File: config.mk
export PLATFORM = sky130hd
export DESIGN_NAME = sir_pulse_encoder
export DESIGN_NICKNAME = d
export VERILOG_FILES = /design/src/rtl/sir_enc_pkg.sv /design/src/rtl/sir_phase_counter.sv /design/src/rtl/sir_pulse_window.sv /design/src/rtl/sir_tx_outreg.sv /design/src/rtl/sir_pulse_encoder.sv
export SDC_FILE = /design/constraint.sdc
export NUM_CORES = 1
export LEC_CHECK = 0
export ABC_AREA = 0
export BUFFER_PORTS_ARGS = -buffer_cell sky130_fd_sc_hd__buf_4
export CAP_MARGIN = 10
export CORE_AREA = 2 2 39 41
export DETAILED_ROUTE_END_ITERATION = 8
export DIE_AREA = 0 0 41 43
export GPL_TIMING_DRIVEN = 0
export PLACE_DENSITY_LB_ADDON = 0.12
export SETUP_SLACK_MARGIN = 0.15
export SYNTH_ARGS = -nofsm -noshare
export SYNTH_HDL_FRONTEND = slang
export SYNTH_SLANG_ARGS = --single-unit
File: constraint.sdc
create_clock -name clk_16x_i -period 2.3 [get_ports clk_16x_i]
set_input_delay 0.115 -clock clk_16x_i [delete_from_list [all_inputs] [get_ports clk_16x_i]]
set_output_delay 0.115 -clock clk_16x_i [all_outputs]
set_load 0.005 [all_outputs]
File: src/rtl/sir_enc_pkg.sv
`timescale 1ns/1ps
package sir_enc_pkg;

  // Default framing of the encoder: samples per bit and pulse window.
  localparam int DEF_OVERSAMPLE  = 16;
  localparam int DEF_PULSE_START = 7;
  localparam int DEF_PULSE_LEN   = 3;

  // Phase state of the pulse former.
  typedef enum logic [1:0] {
    PH_IDLE  = 2'd0,
    PH_COUNT = 2'd1,
    PH_PULSE = 2'd2
  } sir_phase_e;

endpackage

File: src/rtl/sir_phase_counter.sv
`timescale 1ns/1ps
module sir_phase_counter #(
  parameter int OVERSAMPLE = sir_enc_pkg::DEF_OVERSAMPLE,
  localparam int CW        = $clog2(OVERSAMPLE)
) (
  input  logic          clk,
  input  logic          rst,
  input  logic          line_idle,
  output logic [CW-1:0] cnt_q,
  output logic [CW-1:0] cnt_d
);

  localparam logic [CW-1:0] LAST = CW'(OVERSAMPLE - 1);

  logic [CW-1:0] cnt_inc;

  // A power-of-two period wraps naturally; any other period compares.
  generate
    if ((1 << CW) == OVERSAMPLE) begin : g_pow2
      assign cnt_inc = cnt_q + CW'(1);
    end else begin : g_mod
      assign cnt_inc = (cnt_q == LAST) ? '0 : cnt_q + CW'(1);
    end
  endgenerate

  assign cnt_d = (rst || line_idle) ? '0 : cnt_inc;

  always_ff @(negedge clk) begin
    cnt_q <= cnt_d;
  end

  // high line clears the phase
  assert_clear_on_idle_R2: assert property (@(negedge clk) disable iff (rst)
    line_idle |=> (cnt_q == '0));

  // wrap back to zero at the end of a bit period
  assert_wrap_R5: assert property (@(negedge clk) disable iff (rst)
    (!line_idle && cnt_q == LAST) |=> (cnt_q == '0));

  // phase advances by one per low edge
  assert_step_R3: assert property (@(negedge clk) disable iff (rst)
    (!line_idle && cnt_q != LAST) |=> (cnt_q == $past(cnt_q) + CW'(1)));

endmodule

File: src/rtl/sir_pulse_window.sv
`timescale 1ns/1ps
module sir_pulse_window #(
  parameter int OVERSAMPLE  = sir_enc_pkg::DEF_OVERSAMPLE,
  parameter int PULSE_START = sir_enc_pkg::DEF_PULSE_START,
  parameter int PULSE_LEN   = sir_enc_pkg::DEF_PULSE_LEN,
  localparam int CW         = $clog2(OVERSAMPLE)
) (
  input  logic [CW-1:0] phase,
  output logic          hit
);

  localparam logic [CW-1:0] FIRST = CW'(PULSE_START);
  localparam logic [CW-1:0] FINAL = CW'(PULSE_START + PULSE_LEN - 1);

  // Phase here is the value after the coming edge: edge k leaves phase k.
  assign hit = (phase >= FIRST) && (phase <= FINAL);

endmodule

File: src/rtl/sir_tx_outreg.sv
`timescale 1ns/1ps
module sir_tx_outreg (
  input  logic clk,
  input  logic rst,
  input  logic line_idle,
  input  logic hit,
  output logic pulse_q
);

  always_ff @(negedge clk) begin
    if (rst || line_idle) pulse_q <= 1'b0;
    else                  pulse_q <= hit;
  end

  // a pulse never survives an edge that sees the line high
  assert_abort_R7: assert property (@(negedge clk) disable iff (rst)
    (pulse_q && line_idle) |=> !pulse_q);

endmodule

File: src/rtl/sir_pulse_encoder.sv
`timescale 1ns/1ps
module sir_pulse_encoder #(
  parameter int OVERSAMPLE  = sir_enc_pkg::DEF_OVERSAMPLE,
  parameter int PULSE_START = sir_enc_pkg::DEF_PULSE_START,
  parameter int PULSE_LEN   = sir_enc_pkg::DEF_PULSE_LEN
) (
  input  logic clk_16x_i,
  input  logic rst_i,
  input  logic uart_tx_i,
  output logic ir_pulse_o
);

  localparam int CW = $clog2(OVERSAMPLE);
  localparam logic [CW-1:0] FIRST = CW'(PULSE_START);
  localparam logic [CW-1:0] FINAL = CW'(PULSE_START + PULSE_LEN - 1);

  logic          line_idle;
  logic [CW-1:0] phase_q;
  logic [CW-1:0] phase_d;
  logic          in_window;
  logic          pulse_q;

  assign line_idle = uart_tx_i;

  sir_phase_counter #(.OVERSAMPLE(OVERSAMPLE)) u_phase (
    .clk       (clk_16x_i),
    .rst       (rst_i),
    .line_idle (line_idle),
    .cnt_q     (phase_q),
    .cnt_d     (phase_d)
  );

  sir_pulse_window #(
    .OVERSAMPLE  (OVERSAMPLE),
    .PULSE_START (PULSE_START),
    .PULSE_LEN   (PULSE_LEN)
  ) u_window (
    .phase (phase_d),
    .hit   (in_window)
  );

  sir_tx_outreg u_out (
    .clk       (clk_16x_i),
    .rst       (rst_i),
    .line_idle (line_idle),
    .hit       (in_window),
    .pulse_q   (pulse_q)
  );

  assign ir_pulse_o = pulse_q;

  // reset always leaves the output dark
  assert_reset_dark_R1: assert property (@(negedge clk_16x_i)
    rst_i |=> !ir_pulse_o);

  // a high serial line leaves the output low
  assert_idle_dark_R2: assert property (@(negedge clk_16x_i) disable iff (rst_i)
    uart_tx_i |=> !ir_pulse_o);

  // output high only while the stored phase sits in the window
  assert_window_R4: assert property (@(negedge clk_16x_i) disable iff (rst_i)
    ir_pulse_o |-> (phase_q >= FIRST && phase_q <= FINAL));

  // a pulse is never a single clock wide
  assert_min_width_R4: assert property (@(negedge clk_16x_i) disable iff (rst_i)
    ($rose(ir_pulse_o) && !uart_tx_i) |=> ir_pulse_o);

endmodule

==> run summary <==
## Placement
* **final weighted congestion in routability-driven placement** 0.6332
* **post-detail-place hpwl** 260.4 um
* **post-place instance area** 236.5 um2
* **number of buffers added on ports** 3

## Route
* **amount of wire on met3 after detailed routing** 16 um
* **1st-pass router iterations** 2
* **DRT antenna net count** 0
* **metal1 wirelength** 141 um
* **detailed-route vias per instance** 3.600
* **# DRC** 0
* **uppermost signal routing layer after detailed routing** met3
* **sum of routed wire length over all layers** 353 um
* **total met2 wirelength after detailed routing** 195 um
* **routed wire length per instance** 7.844 um
* **count of routing violations after the opening detailed-route iteration** 2
* **total via count in the routed design** 162

## Synthesis
* **cell count after synthesis** 18
* **YS warnings** 0
* **cell types occupying the most area after synthesis** sky130_fd_sc_hd__dfxtp_1 52%, sky130_fd_sc_hd__and2_1 6.5%, sky130_fd_sc_hd__ha_1 6.5%
* **leading area contributor after synthesis** sky130_fd_sc_hd__dfxtp_1
* **Post-Syn Area** 193.9 um2
* **number of enable flip-flop cells after synthesis** 0
* **Commonest cells post-synth** 5 x sky130_fd_sc_hd__dfxtp_1, 2 x sky130_fd_sc_hd__and2_1
* **most repeated cell in the gate-level netlist after synthesis** sky130_fd_sc_hd__dfxtp_1
* **synthesis-stage register bit count** 5
* **Mapped Avg Cell Area** 10.77 um2
* **Seq/Total Area, Yosys** 51.61%
* **Post-synth top flop** sky130_fd_sc_hd__dfxtp_1
* **share of the synthesized area in the top cell type** 51.61%
* **unique cell type count in the Yosys netlist** 13
* **net count after synthesis** 22
* **Async S/R FF share, synth** 0%

## CTS
* **number of buffers inserted to repair setup after CTS** 0
* **clock sink total** 5
* **CTS root buf** sky130_fd_sc_hd__clkbuf_4
* **CTS Hold Bufs** 0
* **clock tree from TritonCTS** yes
* **clock-pin slew on the worst setup and hold paths** 0.03 ns
* **Max H-tree Level** 1
* **number of cells upsized or downsized after cts** 0
* **number of buffers added by the clock tree synthesis step** 3
* **maximum buffer depth of the clock tree** 2
* **insertion delay of the later-clocked pin in the worst-skew pair** 0.31 ns

## Timing
* **max-slew headroom at the worst pin** 84.23%
* **setup repair after global routing missed its margin** no
* **final-layout setup total negative slack** 0 ns
* **count of endpoints failing hold in the final timing report** 0
* **Worst Tran Pin Value** 0.2358 ns
* **number of pins with negative max-slew slack in the final report** 0
* **worst clock skew on the final layout** 0.005366 ns
* **Setup-failing EPs final** 0

## Setup path
* **capture point of the worst path** ir_pulse_o
* **sort of element at the end of the critical path** primary output
* **maximum fanout along the worst path** 1
* **critical path required time** 2.18 ns
* **chain of cells forming the critical path** buf_4
* **number of stages on the worst setup path** 1
* **reg-to-reg setup timing slack** 0.99 ns
* **Worst EP arrival** 1.87 ns
* **Critical Setup Path Class** reg -> out
* **kind of launch point of the worst setup path** flop
* **Slowest Stage Delay on Critical Path** 0.29 ns
* **worst-case reg-to-reg path depth** 3
* **worst reg2reg path endpoint** u_out.pulse_q
* **Crit-path slowest cell** sky130_fd_sc_hd__dfxtp_1
* **cell family with most CP delay** flip-flops
* **worst setup path startpoint** u_out.pulse_q
* **Worst Path Buf+Inv** 1
* **beginning of the worst register-to-register path** u_phase.cnt_q[0]

## Power
* **Power, Total** 231.6 uW
* **worst voltage drop across the vdd grid** 0.1992 mV
* **P_leak** 0.0001411 uW
* **total power divided by cell area** 833.9 nW/um2

## Floorplanning
* **die width** 41 um
* **height of the die** 43 um
* **overall die area** 1763 um2
* **row cnt** 14
* **io pins** 4
* **initial core utilization** 14.01%
* **placeable core area** 1384 um2

## Final layout
* **final core area utilization** 20.07%
* **synth-to-layout area growth** 43.23%
* **area of all placed cells without fillers** 277.8 um2
* **total inserted antenna cells** 0
* **fraction of layout instances using a drive strength above 1** 24.14%
* **FILL cells** 154
* **fin nets** 34

## Global route
* **largest net degree at the start of global routing** 5
* **antenna violations before repair** 0
* **number of global-route vias before repair** 186
* **first-pass GRT wire length** 558 um
* **leftover overflow at the end of global routing** 0
* **global router's overall resource usage** 5.717%

## Run status
* **outcome** finished clean

## Run
* **# Max-Cap Violations** 0

## Hold path
* **class of the tightest hold or removal check** reg -> reg

## area by class of cell
cell class / instances / area [um2] / area share [%]
multi-input cells: 12 / 90.09 / 32.43
clock inverters: 6 / 22.52 / 8.108
well taps: 16 / 20.02 / 7.207
clock buffers: 3 / 22.52 / 8.108
flip-flops and latches: 5 / 100.1 / 36.04
repair buffers: 3 / 22.52 / 8.108
## power by group
part | internal, uW | total [uW] | switching (uW)
Clock | 73.2 | 132 | 59.1
Combinational | 4.89 | 8.75 | 3.87
Sequential | 89.3 | 90.6 | 1.33
## kinds of logic (layout without fill, tap and decap cells)
group | Yosys count | count (layout) | share of synthesized area [%]
XOR/XNOR | 2 | 2 | 9.034
adder cells (fa/ha/maj) | 1 | 1 | 6.451
buffers and inverters | 1 | 12 | 1.934
flip-flops | 5 | 5 | 51.61
multiplexers | 1 | 1 | 5.161
AND/OR/NAND/NOR | 8 | 8 | 25.80
## sequential cells by signal, summed over array words and instances, names as in the netlist
signal and cells:
u_out.pulse_q 1, u_phase.cnt_q 4
## metrics by stage
stage	hold slack (ns)	cells	worst slack [ns]
finish	0.4727	45	0.3199
global route	0.4952	45	0.2805
CTS	0.4718	45	0.3060
detailed placement	0.4676	37	0.2059
global placement	0.4848	37	0.1941
floorplan	0.4388	18	0.3469
## cell usage in the layout, fill, tap and decap left out
cell type / Yosys / final
sky130_fd_sc_hd__inv_1: 1 / 6
sky130_fd_sc_hd__dfxtp_1: 5 / 5
sky130_fd_sc_hd__clkbuf_4: 0 / 3
sky130_fd_sc_hd__buf_4: 0 / 3
sky130_fd_sc_hd__and2_1: 2 / 2
sky130_fd_sc_hd__nor2_1: 1 / 1
sky130_fd_sc_hd__xor2_1: 1 / 1
sky130_fd_sc_hd__nand4b_1: 1 / 1
sky130_fd_sc_hd__or4_1: 1 / 1
sky130_fd_sc_hd__nand3_1: 1 / 1
sky130_fd_sc_hd__xnor2_1: 1 / 1
sky130_fd_sc_hd__mux2i_1: 1 / 1
sky130_fd_sc_hd__and2_2: 1 / 1
sky130_fd_sc_hd__nor3_1: 1 / 1
sky130_fd_sc_hd__ha_1: 1 / 1
## per-layer routing
metal / vias to the layer above / track usage [%]
li1: 83 / -
met1: 76 / 3.526
met2: 3 / 6.250
met3: 0 / 5.236
met4: 0 / 10.67
met5: - / 0
## worst min-delay path by stage
stage	from	endpoint	cells past startpoint
floorplan	u_phase.cnt_q[0]	u_phase.cnt_q[0]	1
global placement	u_phase.cnt_q[0]	u_phase.cnt_q[0]	1
detailed placement	u_phase.cnt_q[0]	u_phase.cnt_q[0]	1
CTS	u_phase.cnt_q[0]	u_phase.cnt_q[0]	1
global route	u_phase.cnt_q[0]	u_phase.cnt_q[0]	1
finish	u_phase.cnt_q[0]	u_phase.cnt_q[0]	1
(Power assumes the default switching activity.)
